## src/rtl/mx_pkg.sv

```systemverilog
package mx_pkg;
  typedef enum logic [1:0] {
    MODE_ROWPAD    = 2'd0,
    MODE_PACKED    = 2'd1,
    MODE_TILE_FILL = 2'd2,
    MODE_TILE_OFFS = 2'd3
  } mx_mode_e;

  typedef enum logic [1:0] {
    ST_IDLE = 2'd0,
    ST_LOAD = 2'd1,
    ST_RUN  = 2'd2
  } mx_state_e;
endpackage

```

## src/rtl/mx_word_buf.sv

```systemverilog
module mx_word_buf #(
  parameter int WORD_W = 32
) (
  input  logic              clk,
  input  logic              rst_n,
  input  logic              allow,
  input  logic              in_valid,
  input  logic [WORD_W-1:0] in_word,
  output logic              in_ready,
  input  logic              use_bit,
  input  logic              row_end,
  input  logic              rect_end,
  input  logic              take_word,
  output logic              full,
  output logic              cur_bit,
  output logic [WORD_W-1:0] cur_word
);
  localparam int IW = $clog2(WORD_W);

  logic [WORD_W-1:0] word_q;
  logic [IW-1:0]     idx_q, idx_d;
  logic              full_q, full_d;
  logic              drop, accept;

  // a word is freed once its last bit is used, at a padded row end,
  // at the rectangle end, or when taken whole as a pattern row
  assign drop     = take_word |
                    (use_bit & ((idx_q == IW'(WORD_W-1)) | row_end | rect_end));
  assign in_ready = allow & (~full_q | drop);
  assign accept   = in_valid & in_ready;

  always_comb begin
    full_d = full_q;
    idx_d  = idx_q;
    if (drop)               full_d = 1'b0;
    if (use_bit && !drop)   idx_d  = idx_q + 1'b1;
    if (accept) begin
      full_d = 1'b1;
      idx_d  = '0;
    end
  end

  always_ff @(posedge clk or negedge rst_n) begin
    if (!rst_n) begin
      full_q <= 1'b0;
      idx_q  <= '0;
    end else begin
      full_q <= full_d;
      idx_q  <= idx_d;
    end
  end

  always_ff @(posedge clk) begin
    if (accept) word_q <= in_word;
  end

  assign full     = full_q;
  assign cur_word = word_q;
  assign cur_bit  = word_q[IW'(WORD_W-1) - idx_q];

  // a bit is only consumed from a word that is present
  a_r3_bit_needs_word: assert property (@(posedge clk) disable iff (!rst_n)
    use_bit |-> full_q);
  // an accepted word is present in the next cycle
  a_r12_accept_fills: assert property (@(posedge clk) disable iff (!rst_n)
    (in_valid && in_ready) |=> full_q);
endmodule

```

## src/rtl/mx_raster.sv

```systemverilog
module mx_raster #(
  parameter int DIM_W = 12,
  parameter int PXW   = 5,
  parameter int PYW   = 3
) (
  input  logic             clk,
  input  logic             rst_n,
  input  logic             init,
  input  logic             step,
  input  logic [DIM_W-1:0] w,
  input  logic [DIM_W-1:0] h,
  input  logic [PXW:0]     pw,
  input  logic [PYW:0]     ph,
  input  logic [PXW-1:0]   px_init,
  input  logic [PYW-1:0]   py_init,
  output logic [DIM_W-1:0] cx,
  output logic [DIM_W-1:0] cy,
  output logic [PXW-1:0]   px,
  output logic [PYW-1:0]   py,
  output logic             row_last,
  output logic             rect_last
);
  logic [DIM_W-1:0] cx_q, cx_d, cy_q, cy_d;
  logic [PXW-1:0]   px_q, px_d, px0_q;
  logic [PYW-1:0]   py_q, py_d;
  logic             px_wrap, py_wrap;

  assign row_last  = (cx_q == w - 1'b1);
  assign rect_last = row_last && (cy_q == h - 1'b1);
  assign px_wrap   = ({1'b0, px_q} == pw - 1'b1);
  assign py_wrap   = ({1'b0, py_q} == ph - 1'b1);

  always_comb begin
    cx_d = cx_q;
    cy_d = cy_q;
    px_d = px_q;
    py_d = py_q;
    if (init) begin
      cx_d = '0;
      cy_d = '0;
      px_d = px_init;
      py_d = py_init;
    end else if (step) begin
      if (row_last) begin
        cx_d = '0;
        cy_d = cy_q + 1'b1;
        px_d = px0_q;
        py_d = py_wrap ? '0 : py_q + 1'b1;
      end else begin
        cx_d = cx_q + 1'b1;
        px_d = px_wrap ? '0 : px_q + 1'b1;
      end
    end
  end

  always_ff @(posedge clk or negedge rst_n) begin
    if (!rst_n) begin
      cx_q <= '0;
      cy_q <= '0;
      px_q <= '0;
      py_q <= '0;
    end else begin
      cx_q <= cx_d;
      cy_q <= cy_d;
      px_q <= px_d;
      py_q <= py_d;
    end
  end

  always_ff @(posedge clk) begin
    if (init) px0_q <= px_init;
  end

  assign cx = cx_q;
  assign cy = cy_q;
  assign px = px_q;
  assign py = py_q;
endmodule

```

## src/rtl/mx_pattern_store.sv

```systemverilog
module mx_pattern_store #(
  parameter int WORD_W = 32,
  parameter int ROWS   = 8
) (
  input  logic                      clk,
  input  logic                      wr_en,
  input  logic [$clog2(ROWS)-1:0]   wr_row,
  input  logic [WORD_W-1:0]         wr_word,
  input  logic [$clog2(WORD_W)-1:0] rd_x,
  input  logic [$clog2(ROWS)-1:0]   rd_y,
  output logic                      rd_bit
);
  localparam int XW = $clog2(WORD_W);

  logic [WORD_W-1:0] rows_q [ROWS];

  for (genvar r = 0; r < ROWS; r++) begin : g_row
    always_ff @(posedge clk) begin
      if (wr_en && (wr_row == r[$clog2(ROWS)-1:0])) rows_q[r] <= wr_word;
    end
  end

  assign rd_bit = rows_q[rd_y][XW'(WORD_W-1) - rd_x];
endmodule

```

## src/rtl/mono_expand.sv

```systemverilog
module mono_expand
  import mx_pkg::*;
#(
  parameter int DEPTH    = 8,
  parameter int COORD_W  = 12,
  parameter int DIM_W    = 12,
  parameter int WORD_W   = 32,
  parameter int PAT_ROWS = 8
) (
  input  logic                          clk,
  input  logic                          rst_n,
  input  logic                          start,
  input  logic [1:0]                    cfg_mode,
  input  logic [DEPTH-1:0]              cfg_fg,
  input  logic [DEPTH-1:0]              cfg_bg,
  input  logic [COORD_W-1:0]            cfg_x0,
  input  logic [COORD_W-1:0]            cfg_y0,
  input  logic [DIM_W-1:0]              cfg_w,
  input  logic [DIM_W-1:0]              cfg_h,
  input  logic [$clog2(WORD_W):0]       cfg_pw,
  input  logic [$clog2(PAT_ROWS):0]     cfg_ph,
  input  logic [COORD_W-1:0]            cfg_sx,
  input  logic [COORD_W-1:0]            cfg_sy,
  input  logic                          in_valid,
  input  logic [WORD_W-1:0]             in_word,
  output logic                          in_ready,
  output logic                          pix_valid,
  output logic [COORD_W-1:0]            pix_x,
  output logic [COORD_W-1:0]            pix_y,
  output logic [DEPTH-1:0]              pix_color,
  output logic                          done
);
  localparam int PXW = $clog2(WORD_W);
  localparam int PYW = $clog2(PAT_ROWS);
  localparam int PWW = PXW + 1;
  localparam int PHW = PYW + 1;

  // reset: asserted asynchronously, released on a clock edge
  logic rst_m, rst_q;
  always_ff @(posedge clk or negedge rst_n) begin
    if (!rst_n) begin
      rst_m <= 1'b0;
      rst_q <= 1'b0;
    end else begin
      rst_m <= 1'b1;
      rst_q <= rst_m;
    end
  end

  mx_state_e        state_q, state_d;
  logic [PYW-1:0]   ld_q, ld_d;
  mx_mode_e         mode_q;
  logic [DEPTH-1:0] fg_q, bg_q;
  logic [COORD_W-1:0] x0_q, y0_q;
  logic [DIM_W-1:0] w_q, h_q;
  logic [PWW-1:0]   pw_q;
  logic [PHW-1:0]   ph_q;

  logic launch, is_tile, step, use_bit, take_word, allow;
  logic buf_full, buf_bit, pat_bit, src_bit;
  logic [WORD_W-1:0] buf_word;
  logic row_last, rect_last;
  logic [DIM_W-1:0] cx, cy;
  logic [PXW-1:0] pat_x, px_calc;
  logic [PYW-1:0] pat_y, py_calc;
  logic [COORD_W-1:0] base_x, base_y;

  assign launch = start && (state_q == ST_IDLE);
  assign is_tile = mode_q[1];

  // starting pattern cell: screen origin in fill mode, explicit origin in offset mode
  assign base_x  = (cfg_mode == MODE_TILE_OFFS) ? cfg_sx : cfg_x0;
  assign base_y  = (cfg_mode == MODE_TILE_OFFS) ? cfg_sy : cfg_y0;
  assign px_calc = PXW'(base_x % COORD_W'(cfg_pw));
  assign py_calc = PYW'(base_y % COORD_W'(cfg_ph));

  // configuration capture, clock-enabled by launch only
  always_ff @(posedge clk) begin
    if (launch) begin
      mode_q <= mx_mode_e'(cfg_mode);
      fg_q   <= cfg_fg;
      bg_q   <= cfg_bg;
      x0_q   <= cfg_x0;
      y0_q   <= cfg_y0;
      w_q    <= cfg_w;
      h_q    <= cfg_h;
      pw_q   <= cfg_pw;
      ph_q   <= cfg_ph;
    end
  end

  assign step      = (state_q == ST_RUN) && (is_tile || buf_full);
  assign use_bit   = step && !is_tile;
  assign take_word = (state_q == ST_LOAD) && buf_full;
  assign allow     = (state_q == ST_LOAD) || ((state_q == ST_RUN) && !is_tile);

  always_comb begin
    state_d = state_q;
    ld_d    = ld_q;
    unique case (state_q)
      ST_IDLE: if (start) begin
        ld_d    = '0;
        state_d = cfg_mode[1] ? ST_LOAD : ST_RUN;
      end
      ST_LOAD: if (buf_full) begin
        ld_d = ld_q + 1'b1;
        if ({1'b0, ld_q} == ph_q - 1'b1) state_d = ST_RUN;
      end
      ST_RUN: if (step && rect_last) state_d = ST_IDLE;
      default: state_d = ST_IDLE;
    endcase
  end

  always_ff @(posedge clk or negedge rst_q) begin
    if (!rst_q) begin
      state_q <= ST_IDLE;
      ld_q    <= '0;
    end else begin
      state_q <= state_d;
      ld_q    <= ld_d;
    end
  end

  mx_word_buf #(.WORD_W(WORD_W)) u_buf (
    .clk      (clk),
    .rst_n    (rst_q),
    .allow    (allow),
    .in_valid (in_valid),
    .in_word  (in_word),
    .in_ready (in_ready),
    .use_bit  (use_bit),
    .row_end  ((mode_q == MODE_ROWPAD) && row_last),
    .rect_end (rect_last),
    .take_word(take_word),
    .full     (buf_full),
    .cur_bit  (buf_bit),
    .cur_word (buf_word)
  );

  mx_raster #(.DIM_W(DIM_W), .PXW(PXW), .PYW(PYW)) u_ras (
    .clk      (clk),
    .rst_n    (rst_q),
    .init     (launch),
    .step     (step),
    .w        (w_q),
    .h        (h_q),
    .pw       (pw_q),
    .ph       (ph_q),
    .px_init  (px_calc),
    .py_init  (py_calc),
    .cx       (cx),
    .cy       (cy),
    .px       (pat_x),
    .py       (pat_y),
    .row_last (row_last),
    .rect_last(rect_last)
  );

  mx_pattern_store #(.WORD_W(WORD_W), .ROWS(PAT_ROWS)) u_pat (
    .clk    (clk),
    .wr_en  (take_word),
    .wr_row (ld_q),
    .wr_word(buf_word),
    .rd_x   (pat_x),
    .rd_y   (pat_y),
    .rd_bit (pat_bit)
  );

  assign src_bit = is_tile ? pat_bit : buf_bit;

  // output stage
  logic pv_q, last_q, done_q;
  logic [COORD_W-1:0] x_q, y_q;
  logic [DEPTH-1:0] col_q;

  always_ff @(posedge clk or negedge rst_q) begin
    if (!rst_q) begin
      pv_q   <= 1'b0;
      last_q <= 1'b0;
      done_q <= 1'b0;
    end else begin
      pv_q   <= step;
      last_q <= step && rect_last;
      done_q <= last_q;
    end
  end

  always_ff @(posedge clk) begin
    if (step) begin
      x_q   <= x0_q + COORD_W'(cx);
      y_q   <= y0_q + COORD_W'(cy);
      col_q <= src_bit ? fg_q : bg_q;
    end
  end

  assign pix_valid = pv_q;
  assign pix_x     = x_q;
  assign pix_y     = y_q;
  assign pix_color = col_q;
  assign done      = done_q;

  // completion follows a pixel and never coincides with one
  a_r8_done_after_pixel: assert property (@(posedge clk) disable iff (!rst_q)
    done_q |-> $past(pv_q));
  a_r8_done_alone: assert property (@(posedge clk) disable iff (!rst_q)
    done_q |-> !pv_q);
  // emitted coordinates stay inside the captured rectangle
  a_r4_x_inside: assert property (@(posedge clk) disable iff (!rst_q)
    pv_q |-> (COORD_W'(x_q - x0_q) < COORD_W'(w_q)));
  a_r4_y_inside: assert property (@(posedge clk) disable iff (!rst_q)
    pv_q |-> (COORD_W'(y_q - y0_q) < COORD_W'(h_q)));
  // configuration is frozen while a rectangle is in progress
  a_r11_cfg_hold: assert property (@(posedge clk) disable iff (!rst_q)
    (state_q != ST_IDLE) |=> ($stable(w_q) && $stable(fg_q) && $stable(mode_q)));
  // pattern column stays below the pattern width
  a_r9_pat_col: assert property (@(posedge clk) disable iff (!rst_q)
    ((state_q == ST_RUN) && is_tile) |-> ({1'b0, pat_x} < pw_q));
endmodule

```

## config.mk

```make
export PLATFORM = sky130hd
export DESIGN_NAME = mono_expand
export DESIGN_NICKNAME = d
export VERILOG_FILES = /design/src/rtl/mx_pkg.sv /design/src/rtl/mx_word_buf.sv /design/src/rtl/mx_raster.sv /design/src/rtl/mx_pattern_store.sv /design/src/rtl/mono_expand.sv
export SDC_FILE = /design/constraint.sdc
export NUM_CORES = 1
export LEC_CHECK = 0
export BUFFER_PORTS_ARGS = -buffer_cell sky130_fd_sc_hd__buf_2
export CAP_MARGIN = 15
export CORE_MARGIN = 1.5
export CORE_UTILIZATION = 61
export CTS_CLUSTER_DIAMETER = 120
export DETAILED_ROUTE_END_ITERATION = 16
export GPL_TIMING_DRIVEN = 0
export PLACE_DENSITY_LB_ADDON = 0.1
export SYNTH_ARGS = -nofsm -noshare
export SYNTH_HDL_FRONTEND = slang
export SYNTH_HIERARCHICAL = 1
export SYNTH_SLANG_ARGS = --single-unit
```

## constraint.sdc

```tcl
create_clock -name clk -period 8.4 [get_ports clk]
set_input_delay 1.26 -clock clk [delete_from_list [all_inputs] [get_ports clk]]
set_output_delay 1.26 -clock clk [all_outputs]
set_load 0.05 [all_outputs]
```

**Word level (Yosys, flattened, before mapping)**

Memory sizes are Yosys's and may differ from the RTL's.
Index checks and enable logic that the tools add are counted.

- Bits in writable memories: 256
- Word-level logic and storage cells: 185
- Flip-flop bits (word level): 193
- Memories: 1

- Divide/modulo/power cells: 2
- Reduce and logical (&&, ||, !) cells: 39
- Add/subtract/negate cells: 14
- Order comparisons: 2
- Eq/ne operators: 20
- Bitwise gates (word level): 8
- Muxes and demuxes: 72

Memory list:

| memory | depth | width | read ports | clocked after memory_dff | wr ports | line | source |
|---|---|---|---|---|---|---|---|
| u_pat.rows_q | 8 | 32 | 1 | 0 | 1 | mx_pattern_store.sv:15 | `logic [WORD_W-1:0] rows_q [ROWS];` |

Operator list:

| kind | count |
|---|---|
| $mux W32 | 7 |
| $reduce_or A32 Y1 | 7 |
| $mux W12 | 8 |
| $mux W3 | 13 |
| $mux W5 | 6 |
| $mux W1 | 28 |
| $add A12 B1 Y12 const B | 2 |
| $add A12 B12 Y12 | 2 |
| $eq A12 B12 Y1 | 2 |
| $sub A12 B1 Y12 const B | 2 |
| $logic_and A1 B1 Y1 | 17 |
| $eq A3 B3 Y1 const B | 4 |
| $lt A5 B6 Y1 const B | 2 |
| $mod A12 B4 Y12 | 1 |
| $mod A12 B6 Y12 | 1 |
| $add A5 B1 Y5 const B | 2 |
| $bmux W1 S5 | 2 |
| $mux W2 | 5 |
| $reduce_bool A2 Y1 | 5 |
| $sub A5 B5 Y5 const A | 2 |
| $eq A3 B4 Y1 | 2 |
| $mux W8 | 1 |
| $add A3 B1 Y3 const B | 2 |
| $eq A3 B2 Y1 const B | 2 |
| 21 further kinds | 32 |

**Logic depth before layout (Yosys ltp)**

Gate-level depths: netlist of the first run.

- Depth in word-level cells: 13
- Depth in mapped cells: 103

**Cells and area by module**

The synthesis of the first run kept the hierarchy.

Modules (own cells, without submodules):

| module | cells an instance | instances | seq. area each (sq um) | area an instance (sq um) |
|---|---|---|---|---|
| mono_expand | 1029 | 1 | 3493.4 | 10391.2 |
| mx_pattern_store | 467 | 1 | 7687.4 | 9968.3 |
| mx_raster | 362 | 1 | 950.9 | 3051.7 |
| mx_word_buf | 102 | 1 | 1111.1 | 1604.0 |

**Least setup slack after synthesis of the first run**

OpenSTA, ideal clock, no wires.

- Path kind: input-to-reg
- From: input cfg_mode[1]
- To: register u_ras.px_q[1] (netlist: u_ras/px[1])
- Setup time: 0.135 ns
- Path slack: -13.124 ns
- Arrival: 21.389 ns
- Stages on the path: 97
- Cell sequence: buf_2 -> nand2_4 -> buf_2 -> mux2_2 -> ha_1 -> and3_1 -> o21a_1 -> ha_1 -> o21a_1 -> o21ai_0 -> mux2_2 -> ha_1 -> o21a_1 -> o21a_1 -> o2111ai_1 -> mux2_2 -> ha_1 -> o21a_1 -> [... 61 more ...] -> a21oi_1 -> o221a_2 -> buf_2 -> inv_1 -> nor2_1 -> mux2i_1 -> fa_1 -> a21o_1 -> a21oi_1 -> nor2b_1 -> o21ai_0 -> nand2b_1 -> a221oi_1 -> o21ai_0 -> a211oi_2 -> mux2_2 -> a21oi_1 -> o31ai_1

- Word-level cells in the longest chain between the ends: 4

Ends and longest elaborated chain:

| item | line | source |
|---|---|---|
| start, declared | mono_expand.sv:13 | `input logic [1:0] cfg_mode,` |
| $eq A2 B2 Y1 | mono_expand.sv:72 | `assign base_x = (cfg_mode == MODE_TILE_OFFS) ? cfg_sx : cfg_x0;` |
| $mux W12 | mono_expand.sv:72 |  |
| $mod A12 B6 Y12 | mono_expand.sv:74 | `assign px_calc = PXW'(base_x % COORD_W'(cfg_pw));` |
| via px_calc[1] | mono_expand.sv:64 | `logic [PXW-1:0] pat_x, px_calc;` |
| $mux W5 | mx_raster.sv:38 | `if (init) begin` |
| end signal, assigned | mx_raster.sv:65 | `px_q <= px_d;` |
| end, declared | mx_raster.sv:24 | `logic [PXW-1:0] px_q, px_d, px0_q;` |

The timed path passes the listed nets, and every way through them passes these cells.
A chain may end at the register's enable or synchronous reset.

**Worst setup path after layout of the first run**

Ends and elaborated chain as after synthesis.

==> results of run 1 <==
layout make-up:
type	instances	area, um2	share of cell area (%)
timing repair buffer	406	2870	9.16
antenna	4	10.0	0.0320
clock inverter	25	300	0.959
multi-input combinational	1373	12300	39.3
buffer	50	348	1.11
inverter	82	318	1.02
sequential	449	13200	42.3
clock buffer	58	1240	3.95
tap	532	666	2.13
logic make-up after synthesis:
family / after synthesis / share of synthesized area (%)
multiplexers: 221 / 11.3
buffers and inverters: 138 / 2.62
other: 1 / 0.0150
flip-flops: 449 / 52.9
XOR/XNOR: 108 / 3.84
AO/OA/AOI/OAI: 421 / 11.9
AND/OR/NAND/NOR: 481 / 10.2
adder cells (fa/ha/maj): 141 / 7.16
worst reg2reg max path, stage by stage, from the launching register on:
cell      delay [ps]
edfxtp_1         370
clkbuf_1         250
inv_1            110
ha_1             210
clkbuf_1         360
nor4b_1          550
a21oi_1          140
o31a_1           300
nor4_4           290
nand3_1          190
buf_2            240
a211o_1          250
nor4_1           310
or3_4            220
nand2_1           50
nand3b_1         130
nand3_1          120
inv_2            740
stage by stage:
| step | hold WS (ps) | instance area, um2 | setup slack [ps] |
|---|---|---|---|
| finish | 155 | 31300 | -10710 |
| global route | 165 | 31300 | -11580 |
| CTS | 159 | 30600 | -10520 |
| detailed placement | 140 | 27400 | -13660 |
| global placement | 332 | 27000 | -13350 |
| floorplan | 331 | 25500 | -11370 |
registers in the layout (all words and copies together) (netlist names), 8 cells and up:
register and cells:
x0_q 12, u_ras/cy 12, bg_q 8, u_ras/cx 12
y0_q 12, pix_color 8, pix_x 12, u_pat/rows_q 256
h_q 12, fg_q 8, pix_y 12, w_q 12
u_buf/cur_word 32
placed cells by master (no fill, tap or decap), types with 15 or more instances in the layout:
cell	netlist	final
buf_4	6	216
clkbuf_16	0	47
clkbuf_1	20	28
nand2b_1	29	26
or3_1	23	22
a21o_1	22	22
a21oi_1	88	69
mux2i_1	120	109
nor3_1	76	72
o21a_1	56	52
edfxtp_1	401	401
inv_1	82	73
buf_6	11	22
dfrtp_1	48	47
xnor2_1	63	63
nand2_1	80	72
o21ai_0	68	45
o22ai_1	16	16
o21bai_1	15	15
ha_4	0	27
xor2_1	44	44
mux4_2	41	41
nor2_1	114	98
nor2b_1	16	16
ha_1	136	106
o31ai_1	19	17
nand3_1	33	31
buf_2	16	180
mux2_2	55	45
worst paths after layout:
path                                                      to  cells past startpoint
worst min-delay path                u_ras/cx[11]$_DFFE_PN0P_                      0
max in group asynchronous                   last_q$_DFF_PN0_                      1
worst max register to register  u_buf/cur_word[28]$_DFFE_PP_                     17
min in group clk                              done$_DFF_PN0_                      0
worst max-delay path                 u_ras/px[1]$_DFFE_PN0P_                     98
worst min register to register      u_ras/cx[11]$_DFFE_PN0P_                      0
routing by layer:
metal	global-route usage, %	up-vias
met3	3.50	154
met2	52.9	662
li1	-	8510
met1	38.4	9127
met5	0	-
met4	11.8	0
what timing repair did:
item | CTS | global route
setup endpoints to repair | 13 | 13
buffers inserted | 154 | 67
gates cloned | 0 | 0
resized for setup | 84 | 55
pin swaps | 101 | 74
==> impl_metrics.py, run 1 <==
metrics = {
    "routing": {
        "drc": 1,
        "met3_length_um": 3570,
        "wirelength_um": 64300,
        "viasPerCell": 6.19,
        "first_iter_violations": 1398,
        "ant_nets": 0,
        "drt-met1-wl_um": 25600,
        "wl_met2_um": 32700,
        "detail_route.first_pass.iterations": 12,
        "wire_per_inst_um": 21.6,
        "route.top_layer_used": "met4",
        "dr_total_vias": 18500,
    },
    "timing": {
        "tightest_slew_ps": 1040,
        "slew_viol_final": 0,
        "post-route-period-util_pct": 228,
        "hold_violations": 0,
        "fin_ws_ps": -10710,
        "setup-tns-final_ps": -135240,
        "grt_setup_unrepaired": "yes",
        "fmax_ghz": 0.0523,
        "slew_headroom_pct": 30.8,
        "finalSetupViolCount": 13,
        "skew_ps": 20.8,
        "min_period_ps": 19110,
    },
    "global_route": {
        "gr-total-overflow": 0,
        "grt_pass1_vias": 18200,
        "antenna_found_initial": 5,
        "grt_pass1_wl_um": 98300,
        "grt_max_degree": 39,
        "grt_usage_pct": 30.2,
    },
    "setup_path": {
        "crit_family": "compound AO/OA/AOI/OAI gates",
        "cp-startpoint": "cfg_mode[1]",
        "end_kind": "flip-flop",
        "critPathArrivalTime_ps": 19540,
        "crit_path_frequent_cell": "o21a_1",
        "crit_buf_inv": 5,
        "max_stage_delay_ps": 570,
        "crit_fanout": 6,
        "cp-start-kind": "input port",
        "rr_startpoint": "w_q[0]$_DFFE_PP_",
        "cp_slowest_cell": "or4_4",
        "reg2reg_setup_slack_ps": 3170,
        "worst_ep_required_time_ps": 8830,
        "crit_type": "input port to flip-flop",
    },
    "logic_synthesis": {
        "synth-seq-cells": 449,
        "avgSynthCellArea_um2": 12.8,
        "netlist_instances": 1960,
        "netlist_top_cells_area": "edfxtp_1, ha_1, dfrtp_1",
        "synth_async_sr_flop_share_pct": 10.7,
        "synth_edf_count": 401,
        "synth_area_um2": 25000,
        "synth.most_common_cell": "edfxtp_1",
        "syn_nets": 2236,
        "synth_cell_types": 110,
        "yosysWarnings": 6,
        "yosys-top-cells-count": "edfxtp_1, ha_1, mux2i_1",
        "ys_seq_area_share_pct": 52.9,
        "ys.flop_type": "edfxtp_1",
        "synth_top_cell_by_area": "edfxtp_1",
        "synth_top_area_share_pct": 48.1,
    },
    "cells_and_area": {
        "areaGrowthSynthToFinish_pct": 25.1,
        "final_net_count": 2685,
        "fin_util_pct": 77.0,
        "nFillCells": 2470,
        "layout.cells.non_filler": 2979,
        "drive_above_1_share_pct": 32.5,
    },
    "floorplan": {
        "io-pin-count": 171,
        "coreArea_um2": 40600,
        "die_y_um": 206,
        "die_x_um": 206,
        "start_util_pct": 61.5,
        "fp-row-count": 74,
        "die-area_um2": 42200,
    },
    "clocking": {
        "worstSkewPairLatency_ps": 580,
        "cts_buffer_depth": 3,
        "cts_htree_levels": 2,
        "cts_tree": "done",
        "root_buffer": "clkbuf_16",
        "path_clk_slew_ps": 60,
        "numCtsBuffers": 47,
        "cts_sinks": 449,
        "postCtsHoldBufs": 0,
    },
    "placed_design": {
        "place_congestion": 0.890,
        "dp_cells": 2680,
        "dpl.hpwl_um": 42500,
        "numPortBuffers": 170,
    },
    "run_status": {
        "status": "finished with violations",
        "violations": "design-rule violations, negative setup slack",
    },
    "job": {
        "maxCapViolations": 0,
    },
    "worst_hold_path": {
        "min_path_type": "flip-flop to asynchronous set/reset pin",
    },
}
Power of run 1 is left out: the tool's default activity adds up to more than one toggle a clock period on the data nets, which glitch-free logic cannot reach.
==> run 2, diff against run 1 <==
- GPL_TIMING_DRIVEN: 0 -> unset
==> run 2 against run 1 <==
- the flow still finishes with violations (design-rule violations, negative setup slack)
- global-route usage is 0.74 points higher
- final cell count is 6.8% higher
- hold slack better by 200 ps
- critical path depth is 1 higher
- sequential share of layout area is 1.7 points lower
- register-to-register slack worse by 230 ps
- sequential cell count stayed put
- cell area is 4.2% higher
- die area stayed put
- count of clock-buffer cells in the layout is 3 higher
- critical endpoint unchanged
==> impl_metrics.py, run 2 (synthesis results as in run 1) <==
metrics = {
    "global_route": {
        "antenna_found_initial": 3,
        "grt-busiest-layer": "met2",
        "use_met1_pct": 38.7,
        "grtUsageMet2_pct": 54.1,
        "grt_max_degree": 84,
        "grt_pass1_vias": 19400,
        "grt_util_met3_pct": 4.51,
        "grt_usage_pct": 31.0,
        "grt_pass1_wl_um": 101000,
        "gr-total-overflow": 0,
    },
    "cells_and_area": {
        "fin_util_pct": 80.2,
        "mostFrequentLayoutCells": "buf_4, edfxtp_1, buf_2",
        "final_net_count": 2887,
        "drive_above_1_share_pct": 38.0,
        "final_common_cell": "buf_4",
        "layout.cells.non_filler": 3181,
        "regMostFlops": "u_pat/rows_q",
        "largest_reg_flops": 256,
        "areaGrowthSynthToFinish_pct": 30.4,
    },
    "timing": {
        "hold_violations": 0,
        "fin_ws_ps": -10450,
        "tightest_slew_ps": 1190,
        "skew_ps": 28.8,
        "slew_headroom_pct": 20.8,
        "slew_viol_final": 0,
        "finalSetupViolCount": 13,
        "grt_setup_unrepaired": "yes",
        "post-route-period-util_pct": 224,
        "min_period_ps": 18850,
        "fmax_ghz": 0.0530,
    },
    "setup_path": {
        "rr_startpoint": "w_q[0]$_DFFE_PP_",
        "crit_buf_inv": 6,
        "crit_family": "compound AO/OA/AOI/OAI gates",
        "critPathArrivalTime_ps": 19280,
        "worst_ep_required_time_ps": 8830,
        "reg2reg_setup_slack_ps": 2940,
        "cp_slowest_cell": "or4_4",
        "crit_type": "input port to flip-flop",
        "cp-start-kind": "input port",
        "crit_fanout": 5,
        "max_stage_delay_ps": 570,
        "r2r_end": "u_buf/cur_word[18]$_DFFE_PP_",
        "crit_path_frequent_cell": "o21a_1",
        "reg2reg_depth": 14,
        "end_kind": "flip-flop",
    },
    "clocking": {
        "root_buffer": "clkbuf_16",
        "numCtsBuffers": 45,
        "cts_buffer_depth": 3,
        "cts_sinks": 449,
        "cts_htree_levels": 2,
        "cts_tree": "done",
        "worstSkewPairLatency_ps": 590,
        "path_clk_slew_ps": 60,
    },
    "routing": {
        "wirelength_um": 66900,
        "first_iter_violations": 1380,
        "dr_total_vias": 19300,
        "ant_nets": 0,
        "drc": 1,
        "detail_route.first_pass.iterations": 11,
        "viasPerCell": 6.06,
        "wire_per_inst_um": 21.0,
    },
    "placed_design": {
        "dp_cells": 2973,
        "numPortBuffers": 170,
        "dpl.hpwl_um": 44000,
        "place_ws_ps": -11430,
        "place_congestion": 0.907,
    },
    "floorplan": {
        "start_util_pct": 61.5,
        "coreArea_um2": 40600,
        "fp-row-count": 74,
        "io-pin-count": 171,
        "die_y_um": 206,
        "die-area_um2": 42200,
        "die_x_um": 206,
    },
    "job": {
        "maxCapViolations": 0,
    },
    "worst_hold_path": {
        "min_path_type": "flip-flop to asynchronous set/reset pin",
    },
    "run_status": {
        "violations": "design-rule violations, negative setup slack",
        "status": "finished with violations",
    },
}
-- run 2: worst reg2reg max path, cell delays in order (launching register included) --
cell and delay, ps:
edfxtp_1 600, inv_1 90, ha_1 360, or3_1 440
or3_1 350, a211o_1 330, a32oi_4 350, nand3_1 480
a211o_1 390, nor4_1 300, or3_4 220, nand2_1 50
nand3b_1 170, nand3_1 170, inv_2 770
-- run 2: how the worst max path moves through the flow --
stage,from,to,slack [ps],cells past startpoint
floorplan,cfg_mode[1],u_ras/px[1]$_DFFE_PN0P_,-11370,101
global placement,cfg_mode[1],u_ras/px[4]$_DFFE_PN0P_,-10670,99
detailed placement,cfg_mode[0],u_ras/px[4]$_DFFE_PN0P_,-11430,99
CTS,cfg_mode[1],u_ras/px[4]$_DFFE_PN0P_,-9980,101
global route,cfg_mode[1],u_ras/px[1]$_DFFE_PN0P_,-11190,100
finish,cfg_mode[1],u_ras/px[1]$_DFFE_PN0P_,-10450,99
-- run 2: timing repair --
item | CTS | global route
setup endpoints to repair | 13 | 13
hold buffers | 0 | 0
gates cloned | 1 | 0
pin swaps | 100 | 90
gates resized for setup | 55 | 62
setup buffers | 77 | 45
-- run 2: cell type report --
| type | count | area (um2) |
|---|---|---|
| Clock buffer | 61 | 1230 |
| Antenna cell | 2 | 5.00 |
| Sequential cell | 449 | 13300 |
| Tap cell | 532 | 666 |
| Inverter | 82 | 310 |
| Timing Repair Buffer | 660 | 4660 |
| Fill cell | 2348 | 8040 |
| Clock inverter | 22 | 283 |
| Multi-Input combinational cell | 1373 | 12200 |
-- run 2: metal layers --
layer,wire [um],up-vias
li1,-,8903
met1,26500,9510
met2,33900,712
met3,3970,162
met4,2440,0
met5,0,-
-- run 2: per-stage QoR --
step / cell area [um2] / hold WS [ps] / setup TNS, ps
detailed placement: 29400 / 335 / -143490
global placement: 29400 / 332 / -135270
CTS: 31900 / 361 / -125930
finish: 32600 / 356 / -131020
global route: 32600 / 362 / -140720
floorplan: 25500 / 331 / -141080
Power of run 2 is left out for the same reason.
